===== src/rtl/regseq_pkg.sv =====
// Shared encodings for the batched register command sequencer.
// Assumes the command opcode and reply code values below are fixed by the host protocol.
package regseq_pkg;
    localparam int ADDR_WIDTH  = 16;
    localparam int DATA_WIDTH  = 32;
    localparam int INDEX_WIDTH = 16;
    localparam int RETRY_WIDTH = 16;

    typedef enum logic [1:0] {
        OP_WRITE = 2'b00,
        OP_READ  = 2'b01,
        OP_TEST  = 2'b10,
        OP_END   = 2'b11
    } seq_op_e;

    typedef enum logic [1:0] {
        RSP_DATA       = 2'd0,
        RSP_STATUS     = 2'd1,
        RSP_BATCH_OK   = 2'd2,
        RSP_BATCH_FAIL = 2'd3
    } rsp_code_e;
endpackage


===== src/rtl/regseq_exec.sv =====
// Executes one write, read or test command on the single-cycle register bus.
// Assumes the bus answers (rdata, err) combinationally in the cycle bus_req is high.
// A test re-reads every cycle until the masked compare matches or the retry budget is spent.
module regseq_exec
    import regseq_pkg::*;
#(
    parameter int ADDR_W      = ADDR_WIDTH,
    parameter int DATA_W      = DATA_WIDTH,
    parameter int RETRY_LIMIT = 1000
) (
    input  logic              clk,
    input  logic              rst_n,
    input  logic              start,
    input  seq_op_e           op_in,
    input  logic [ADDR_W-1:0] addr_in,
    input  logic [DATA_W-1:0] data_in,
    input  logic [DATA_W-1:0] mask_in,
    output logic              busy,
    output logic              done,
    output logic              fail,
    output logic              buserr,
    output logic [DATA_W-1:0] rdata,
    output seq_op_e           cur_op,
    output logic              bus_req,
    output logic              bus_we,
    output logic [ADDR_W-1:0] bus_addr,
    output logic [DATA_W-1:0] bus_wdata,
    input  logic [DATA_W-1:0] bus_rdata,
    input  logic              bus_err
);
    localparam logic [RETRY_WIDTH-1:0] LAST_TRY = RETRY_WIDTH'(RETRY_LIMIT - 1);

    logic                   act_q;
    seq_op_e                op_q;
    logic [ADDR_W-1:0]      addr_q;
    logic [DATA_W-1:0]      data_q;
    logic [DATA_W-1:0]      mask_q;
    logic [RETRY_WIDTH-1:0] tries_q;
    logic                   match;
    logic                   is_test;

    // Masked compare of the returned word against the expected value.
    assign match   = ((bus_rdata ^ data_q) & mask_q) == '0;
    assign is_test = (op_q == OP_TEST);

    // Completion and outcome of the access in the current cycle.
    assign done   = act_q && (bus_err || !is_test || match || tries_q == LAST_TRY);
    assign fail   = bus_err || (is_test && !match);
    assign buserr = act_q && bus_err;
    assign rdata  = bus_rdata;
    assign cur_op = op_q;
    assign busy   = act_q;

    // Bus master outputs follow the latched command.
    assign bus_req   = act_q;
    assign bus_we    = act_q && (op_q == OP_WRITE);
    assign bus_addr  = addr_q;
    assign bus_wdata = data_q;

    // Latch a command on start, then count attempts until completion.
    always_ff @(posedge clk) begin
        if (!rst_n) begin
            act_q   <= 1'b0;
            op_q    <= OP_WRITE;
            addr_q  <= '0;
            data_q  <= '0;
            mask_q  <= '0;
            tries_q <= '0;
        end else if (start) begin
            act_q   <= 1'b1;
            op_q    <= op_in;
            addr_q  <= addr_in;
            data_q  <= data_in;
            mask_q  <= mask_in;
            tries_q <= '0;
        end else if (act_q) begin
            if (done) act_q <= 1'b0;
            else      tries_q <= tries_q + 1'b1;
        end
    end

    a_r3_retry_bound: assert property (@(posedge clk) disable iff (!rst_n)
        act_q |-> (tries_q <= LAST_TRY));
    a_r1_write_one_cycle: assert property (@(posedge clk) disable iff (!rst_n)
        (bus_req && bus_we) |=> !bus_req);
    a_r6_err_ends_access: assert property (@(posedge clk) disable iff (!rst_n)
        (bus_req && bus_err && !start) |=> !bus_req);
endmodule


===== src/rtl/regseq_resp.sv =====
// Single-entry reply register for the valid/ready response stream.
// Assumes the loader only loads when no reply is pending.
module regseq_resp #(
    parameter int DATA_W = 32
) (
    input  logic              clk,
    input  logic              rst_n,
    input  logic              load,
    input  logic [1:0]        code_in,
    input  logic [DATA_W-1:0] data_in,
    output logic              rsp_valid,
    input  logic              rsp_ready,
    output logic [1:0]        rsp_code,
    output logic [DATA_W-1:0] rsp_data
);
    // Hold a reply from load until the consumer takes it.
    always_ff @(posedge clk) begin
        if (!rst_n) begin
            rsp_valid <= 1'b0;
            rsp_code  <= '0;
            rsp_data  <= '0;
        end else if (load) begin
            rsp_valid <= 1'b1;
            rsp_code  <= code_in;
            rsp_data  <= data_in;
        end else if (rsp_ready) begin
            rsp_valid <= 1'b0;
        end
    end

    a_r9_hold_stable: assert property (@(posedge clk) disable iff (!rst_n)
        (rsp_valid && !rsp_ready) |=> (rsp_valid && $stable(rsp_code) && $stable(rsp_data)));
    a_r8_no_overwrite: assert property (@(posedge clk) disable iff (!rst_n)
        load |-> !rsp_valid);
endmodule


===== src/rtl/regseq_top.sv =====
// Batched register command sequencer: accepts host commands, runs them on the register bus,
// and reports per command (immediate mode) or once per batch (batch mode).
// Assumes DATA_W > INDEX_W so the failure index and type fit in one reply word.
module regseq_top
    import regseq_pkg::*;
#(
    parameter int ADDR_W      = ADDR_WIDTH,
    parameter int DATA_W      = DATA_WIDTH,
    parameter int INDEX_W     = INDEX_WIDTH,
    parameter int RETRY_LIMIT = 1000
) (
    input  logic              clk,
    input  logic              rst_n,
    input  logic              cmd_valid,
    output logic              cmd_ready,
    input  logic [1:0]        cmd_op,
    input  logic              cmd_batch,
    input  logic [ADDR_W-1:0] cmd_addr,
    input  logic [DATA_W-1:0] cmd_data,
    input  logic [DATA_W-1:0] cmd_mask,
    output logic              bus_req,
    output logic              bus_we,
    output logic [ADDR_W-1:0] bus_addr,
    output logic [DATA_W-1:0] bus_wdata,
    input  logic [DATA_W-1:0] bus_rdata,
    input  logic              bus_err,
    output logic              rsp_valid,
    input  logic              rsp_ready,
    output logic [1:0]        rsp_code,
    output logic [DATA_W-1:0] rsp_data
);
    seq_op_e              op_in;
    logic                 accept, start, is_end;
    logic                 in_batch_q, mode_q, failed_q, ftype_q;
    logic [INDEX_W-1:0]   idx_q, fidx_q, exec_idx_q;
    logic                 eff_mode, eff_failed;
    logic [INDEX_W-1:0]   eff_idx;
    logic                 ex_busy, ex_done, ex_fail, ex_buserr;
    logic [DATA_W-1:0]    ex_rdata;
    seq_op_e              ex_op;
    logic                 rsp_load;
    logic [1:0]           rsp_code_n;
    logic [DATA_W-1:0]    rsp_data_n;

    // Command acceptance and effective batch context for the incoming command.
    assign op_in      = seq_op_e'(cmd_op);
    assign is_end     = (op_in == OP_END);
    assign cmd_ready  = !ex_busy && !rsp_valid;
    assign accept     = cmd_valid && cmd_ready;
    assign eff_mode   = in_batch_q ? mode_q   : cmd_batch;
    assign eff_failed = in_batch_q ? failed_q : 1'b0;
    assign eff_idx    = in_batch_q ? idx_q    : '0;
    assign start      = accept && !is_end && !eff_failed;

    regseq_exec #(
        .ADDR_W      (ADDR_W),
        .DATA_W      (DATA_W),
        .RETRY_LIMIT (RETRY_LIMIT)
    ) i_exec (
        .clk       (clk),
        .rst_n     (rst_n),
        .start     (start),
        .op_in     (op_in),
        .addr_in   (cmd_addr),
        .data_in   (cmd_data),
        .mask_in   (cmd_mask),
        .busy      (ex_busy),
        .done      (ex_done),
        .fail      (ex_fail),
        .buserr    (ex_buserr),
        .rdata     (ex_rdata),
        .cur_op    (ex_op),
        .bus_req   (bus_req),
        .bus_we    (bus_we),
        .bus_addr  (bus_addr),
        .bus_wdata (bus_wdata),
        .bus_rdata (bus_rdata),
        .bus_err   (bus_err)
    );

    // Batch framing, command index and first-failure capture.
    always_ff @(posedge clk) begin
        if (!rst_n) begin
            in_batch_q <= 1'b0;
            mode_q     <= 1'b0;
            failed_q   <= 1'b0;
            ftype_q    <= 1'b0;
            idx_q      <= '0;
            fidx_q     <= '0;
            exec_idx_q <= '0;
        end else begin
            if (accept) begin
                if (is_end) begin
                    in_batch_q <= 1'b0;
                    failed_q   <= 1'b0;
                    idx_q      <= '0;
                end else begin
                    in_batch_q <= 1'b1;
                    mode_q     <= eff_mode;
                    failed_q   <= eff_failed;
                    idx_q      <= eff_idx + 1'b1;
                    exec_idx_q <= eff_idx;
                end
            end
            if (ex_done && mode_q && ex_fail) begin
                failed_q <= 1'b1;
                fidx_q   <= exec_idx_q;
                ftype_q  <= ex_buserr;
            end
        end
    end

    // Reply selection: batch verdict at end marker, or per-command reply in immediate mode.
    always_comb begin
        rsp_load   = 1'b0;
        rsp_code_n = RSP_DATA;
        rsp_data_n = '0;
        if (accept && is_end && eff_mode) begin
            rsp_load = 1'b1;
            if (eff_failed) begin
                rsp_code_n             = RSP_BATCH_FAIL;
                rsp_data_n[INDEX_W-1:0] = fidx_q;
                rsp_data_n[INDEX_W]     = ftype_q;
            end else begin
                rsp_code_n = RSP_BATCH_OK;
            end
        end else if (ex_done && !mode_q) begin
            rsp_load = 1'b1;
            if (ex_op == OP_READ && !ex_fail) begin
                rsp_code_n = RSP_DATA;
                rsp_data_n = ex_rdata;
            end else begin
                rsp_code_n    = RSP_STATUS;
                rsp_data_n[0] = ex_fail;
                rsp_data_n[1] = ex_buserr;
            end
        end
    end

    regseq_resp #(
        .DATA_W (DATA_W)
    ) i_resp (
        .clk       (clk),
        .rst_n     (rst_n),
        .load      (rsp_load),
        .code_in   (rsp_code_n),
        .data_in   (rsp_data_n),
        .rsp_valid (rsp_valid),
        .rsp_ready (rsp_ready),
        .rsp_code  (rsp_code),
        .rsp_data  (rsp_data)
    );

    a_r8_stall_after_start: assert property (@(posedge clk) disable iff (!rst_n)
        start |=> (bus_req && !cmd_ready));
    a_r5_end_gives_verdict: assert property (@(posedge clk) disable iff (!rst_n)
        (accept && is_end && eff_mode) |=> (rsp_valid && rsp_code[1]));
    a_r5_batch_silent: assert property (@(posedge clk) disable iff (!rst_n)
        (ex_done && mode_q) |=> !rsp_valid);
    a_r6_dropped_no_bus: assert property (@(posedge clk) disable iff (!rst_n)
        (accept && eff_failed) |=> !bus_req);
    a_r11_imm_end_silent: assert property (@(posedge clk) disable iff (!rst_n)
        (accept && is_end && !eff_mode) |=> !rsp_valid);
endmodule


===== config.mk =====
export PLATFORM = sky130hd
export DESIGN_NAME = regseq_top
export DESIGN_NICKNAME = d
export VERILOG_FILES = /design/src/rtl/regseq_pkg.sv /design/src/rtl/regseq_exec.sv /design/src/rtl/regseq_resp.sv /design/src/rtl/regseq_top.sv
export SDC_FILE = /design/constraint.sdc
export NUM_CORES = 1
export LEC_CHECK = 0
export ABC_AREA = 1
export BUFFER_PORTS_ARGS = -buffer_cell sky130_fd_sc_hd__buf_2
export CAP_MARGIN = 20
export CORE_ASPECT_RATIO = 1.25
export CORE_MARGIN = 2
export CORE_UTILIZATION = 54
export CTS_CLUSTER_DIAMETER = 100
export DETAILED_ROUTE_END_ITERATION = 7
export PLACE_DENSITY = 0.87
export SYNTH_ARGS = -nofsm -noshare
export SYNTH_HDL_FRONTEND = slang
export SYNTH_SLANG_ARGS = --single-unit
export TNS_END_PERCENT = 5

===== constraint.sdc =====
create_clock -name clk -period 2.4 [get_ports clk]
set_input_delay 0.12 -clock clk [delete_from_list [all_inputs] [get_ports clk]]
set_output_delay 0.12 -clock clk [all_outputs]
set_load 0.01 [all_outputs]

==> metrics.txt <==
Port Buf Inserts 205; Core ar. 15510 um2; clock network fraction of design power 37.3%; CP dominant cell by count nor2_4; synth warn 0; Post-Syn Instances 1261; status completed; total of max-cap violations 0; largest net degree at the start of global routing 113; die width 116.3 um; first-pass GRT wire length 45890 um; Pint 5210 uW; DR iter-0 viols 1089; Syn Area/Cell 6.748 um2; Detailed Routing Iterations Pass 1 6; layout cells sized above 1 18.58%; routed vias/inst 5.476; vias in the first global route 9091; hpwl dp 17710 um; leakage power 0.005205 uW; CTS tree done; clock root buffer clkbuf_16; synthesis-to-finish area growth 30.17%; final setup fails 0; detailed-route wire length 29270 um; clk slew on worst S/H paths 0.07 ns; initial antenna violation count 2; # IOs 206; primary flip-flop cell chosen by synthesis mapping dfxtp_1; antenna violation net count after detailed routing 0; max incr delay on CP 0.54 ns; total power 7395 uW; Fmax 452.2 MHz; R2R Setup Slk 0.19 ns; Synth cell types 39; GRT Total Usage 35.63%; Worst Setup Path Type flip-flop to flip-flop; setup tns final 0 ns; register bit total from synthesis 186; CTS Buf Count 17; Post-synth EDFFs 0; Seq pwr share 46.1%; # clock sinks 186; wire length per cell 16.74 um; register area share after synthesis 43.76%; mapped cell area 8509 um2; Overflow after GRT 0; critical path fanouts, max 112; Psw 2185 uW; asr flop ratio synth 0%; H-Tree Depth 4; slew margin rel. 61.33%; DRC Markers 0; setup ws final 0.1884 ns; critical path, cell by cell nor2_4 -> nand2_2 -> nor2_4 -> inv_2 -> nor2_4 -> clkinv_2 -> buf_12 -> o21ai_0 -> a21oi_1; min cycle time layout 2.212 ns; power density over the cells 667.6 nW/um2; Worst Setup Start Kind flip-flop; Final Hold Vio Count 0; combinational power share 16.5%; CP required 2.69 ns; DIE AREA 16790 um2; Sw Ratio 29.54%; worst slack at placement 0.3431 ns; Clock Skews 0.01218 ns; max-slew violations 0; FP Rows 51; clk buf depth 2; Critical Path AT 2.50 ns; Tcrit/Tclk final 92.15%; fin nets 1643; Slew @ Worst Pin 0.5740 ns; syn nets 1383; critical path's slowest cell o21ai_0; Via Count 9578; RSZ-0062 raised after global routing no; maximum VDD drop 0.5271 mV; Clk Latency, worst-skew pair 0.44 ns; starting density of the core 54.88%; height of the die 144.4 um; Hold Path Class input pin to flip-flop; Routability Congestion 0.9214; Worst Setup End Kind flip-flop
[area by class of cell]
type | instances | area [um2]
fill | 1176 | 4429
multi-input combinational | 884 | 4025
sequential | 186 | 3724
timing repair buffer | 306 | 2011
inverter | 126 | 476.7
clock buffer | 18 | 429.2
tap | 212 | 265.3
clock inverter | 14 | 138.9
antenna | 3 | 7.507
[per-stage QoR]
stage | util, % | instance area (um2) | std cells | hold WS [ns]
final | 71.44 | 11080 | 1749 | 0.01520
after global routing | 71.42 | 11070 | 1748 | 0.03358
after CTS | 71.19 | 11040 | 1744 | 0.009123
after detailed placement | 62.49 | 9689 | 1634 | 0.3484
after global placement | 62.49 | 9689 | 1634 | 0.3394
after floorplan | - | 8509 | 1261 | 0.2549
[kinds of logic (layout without fill, tap and decap cells)]
family          count (synthesis)  count (layout)  share of synthesized area, %
simple gates                  656             656                         32.91
compound gates                215             215                         12.85
other cells                     0               3                             0
buf+inv                       191             464                         9.058
xor+xnor                       11              11                         1.132
fa+ha+maj                       2               2                        0.2940
flops                         186             186                         43.76
[registers in the layout, indices dropped and copies added, names as in the netlist, 2 cells and up]
signal and flops:
i_exec.cur_op 2, i_resp.rsp_code 2, i_exec.mask_q 32, exec_idx_q 16, i_exec.tries_q 16, i_exec.bus_wdata 32, idx_q 16, i_exec.bus_addr 16
fidx_q 16, i_resp.rsp_data 32
[cells in the final DEF, fill, tap and decap left out, types with 4 or more instances in the layout]
master	netlist	layout
nand3_1	78	78
nor2_1	238	237
buf_2	22	204
dlygate4sd3_1	0	78
nand4_1	7	7
inv_1	122	122
nor3_1	10	10
clkbuf_16	0	17
nor2_4	3	4
dfxtp_1	186	186
nor2_2	6	6
nand2_1	281	280
nand3b_1	17	17
a21oi_1	98	98
inv_6	0	5
buf_4	3	21
xor2_1	9	9
o21ai_0	111	111
[synth_stat cells (all sizes together) (5+ instances only)]
cell type  instances  area [um2]
clkbuf            33       123.9
inv              126       473.0
nand2            283        1067
nor3              11       60.06
buf               32       173.9
dfxtp            186        3724
nand3b            17       127.6
xor2               9       78.83
o21ai            112       560.5
or2                5       31.29
a21oi             98       490.5
nand4              9       77.57
nand3             80       425.4
nor2             247       964.7
[per-layer routing]
layer	track usage (%)	wire length, um	part of all wire, %	vias up
met5	0	0	0	-
met4	26.38	2418	8.3	0
met3	11.15	2822	9.6	198
met2	55.08	13220	45	580
met1	41.15	10810	37	4289
li1	-	-	-	4511
[worst max-delay path, delay by kind of cell, from the launching register on]
family | cells | cell delay, ns
compound gates | 2 | 0.65
simple gates | 4 | 0.54
buf+inv | 3 | 0.46
flops | 1 | 0.35
[path summary, 6_finish.rpt]
| kind | depth (start not counted) | start | end |
|---|---|---|---|
| worst max-delay path | 9 | i_resp.rsp_valid$_SDFFE_PN0P_ | i_exec.bus_wdata[17]$_SDFFE_PN0P_ |
| worst min-delay path | 3 | bus_err | ftype_q$_SDFFE_PN0P_ |
| worst max register to register | 9 | i_resp.rsp_valid$_SDFFE_PN0P_ | i_exec.bus_wdata[17]$_SDFFE_PN0P_ |
| worst min register to register | 2 | idx_q[12]$_SDFFE_PN0P_ | idx_q[12]$_SDFFE_PN0P_ |
[what timing repair did]
action	CTS	global route
setup endpoints to repair	0	67
resized for setup	0	6
setup buffers	0	2
endpoints found under the hold margin	78	0
hold buffers	78	0
[power by group through the flow]
stage	Combinational, uW	Clock (uW)	Sequential [uW]
2_1_floorplan	584	0	3500
3_3_place_gp	1010	0	3460
3_5_place_dp	1020	0	3470
4_1_cts	1130	2760	3400
5_1_grt	1340	2910	3430
6_report	1220	2760	3410
Note: power is estimated with default switching activity, not from simulation.
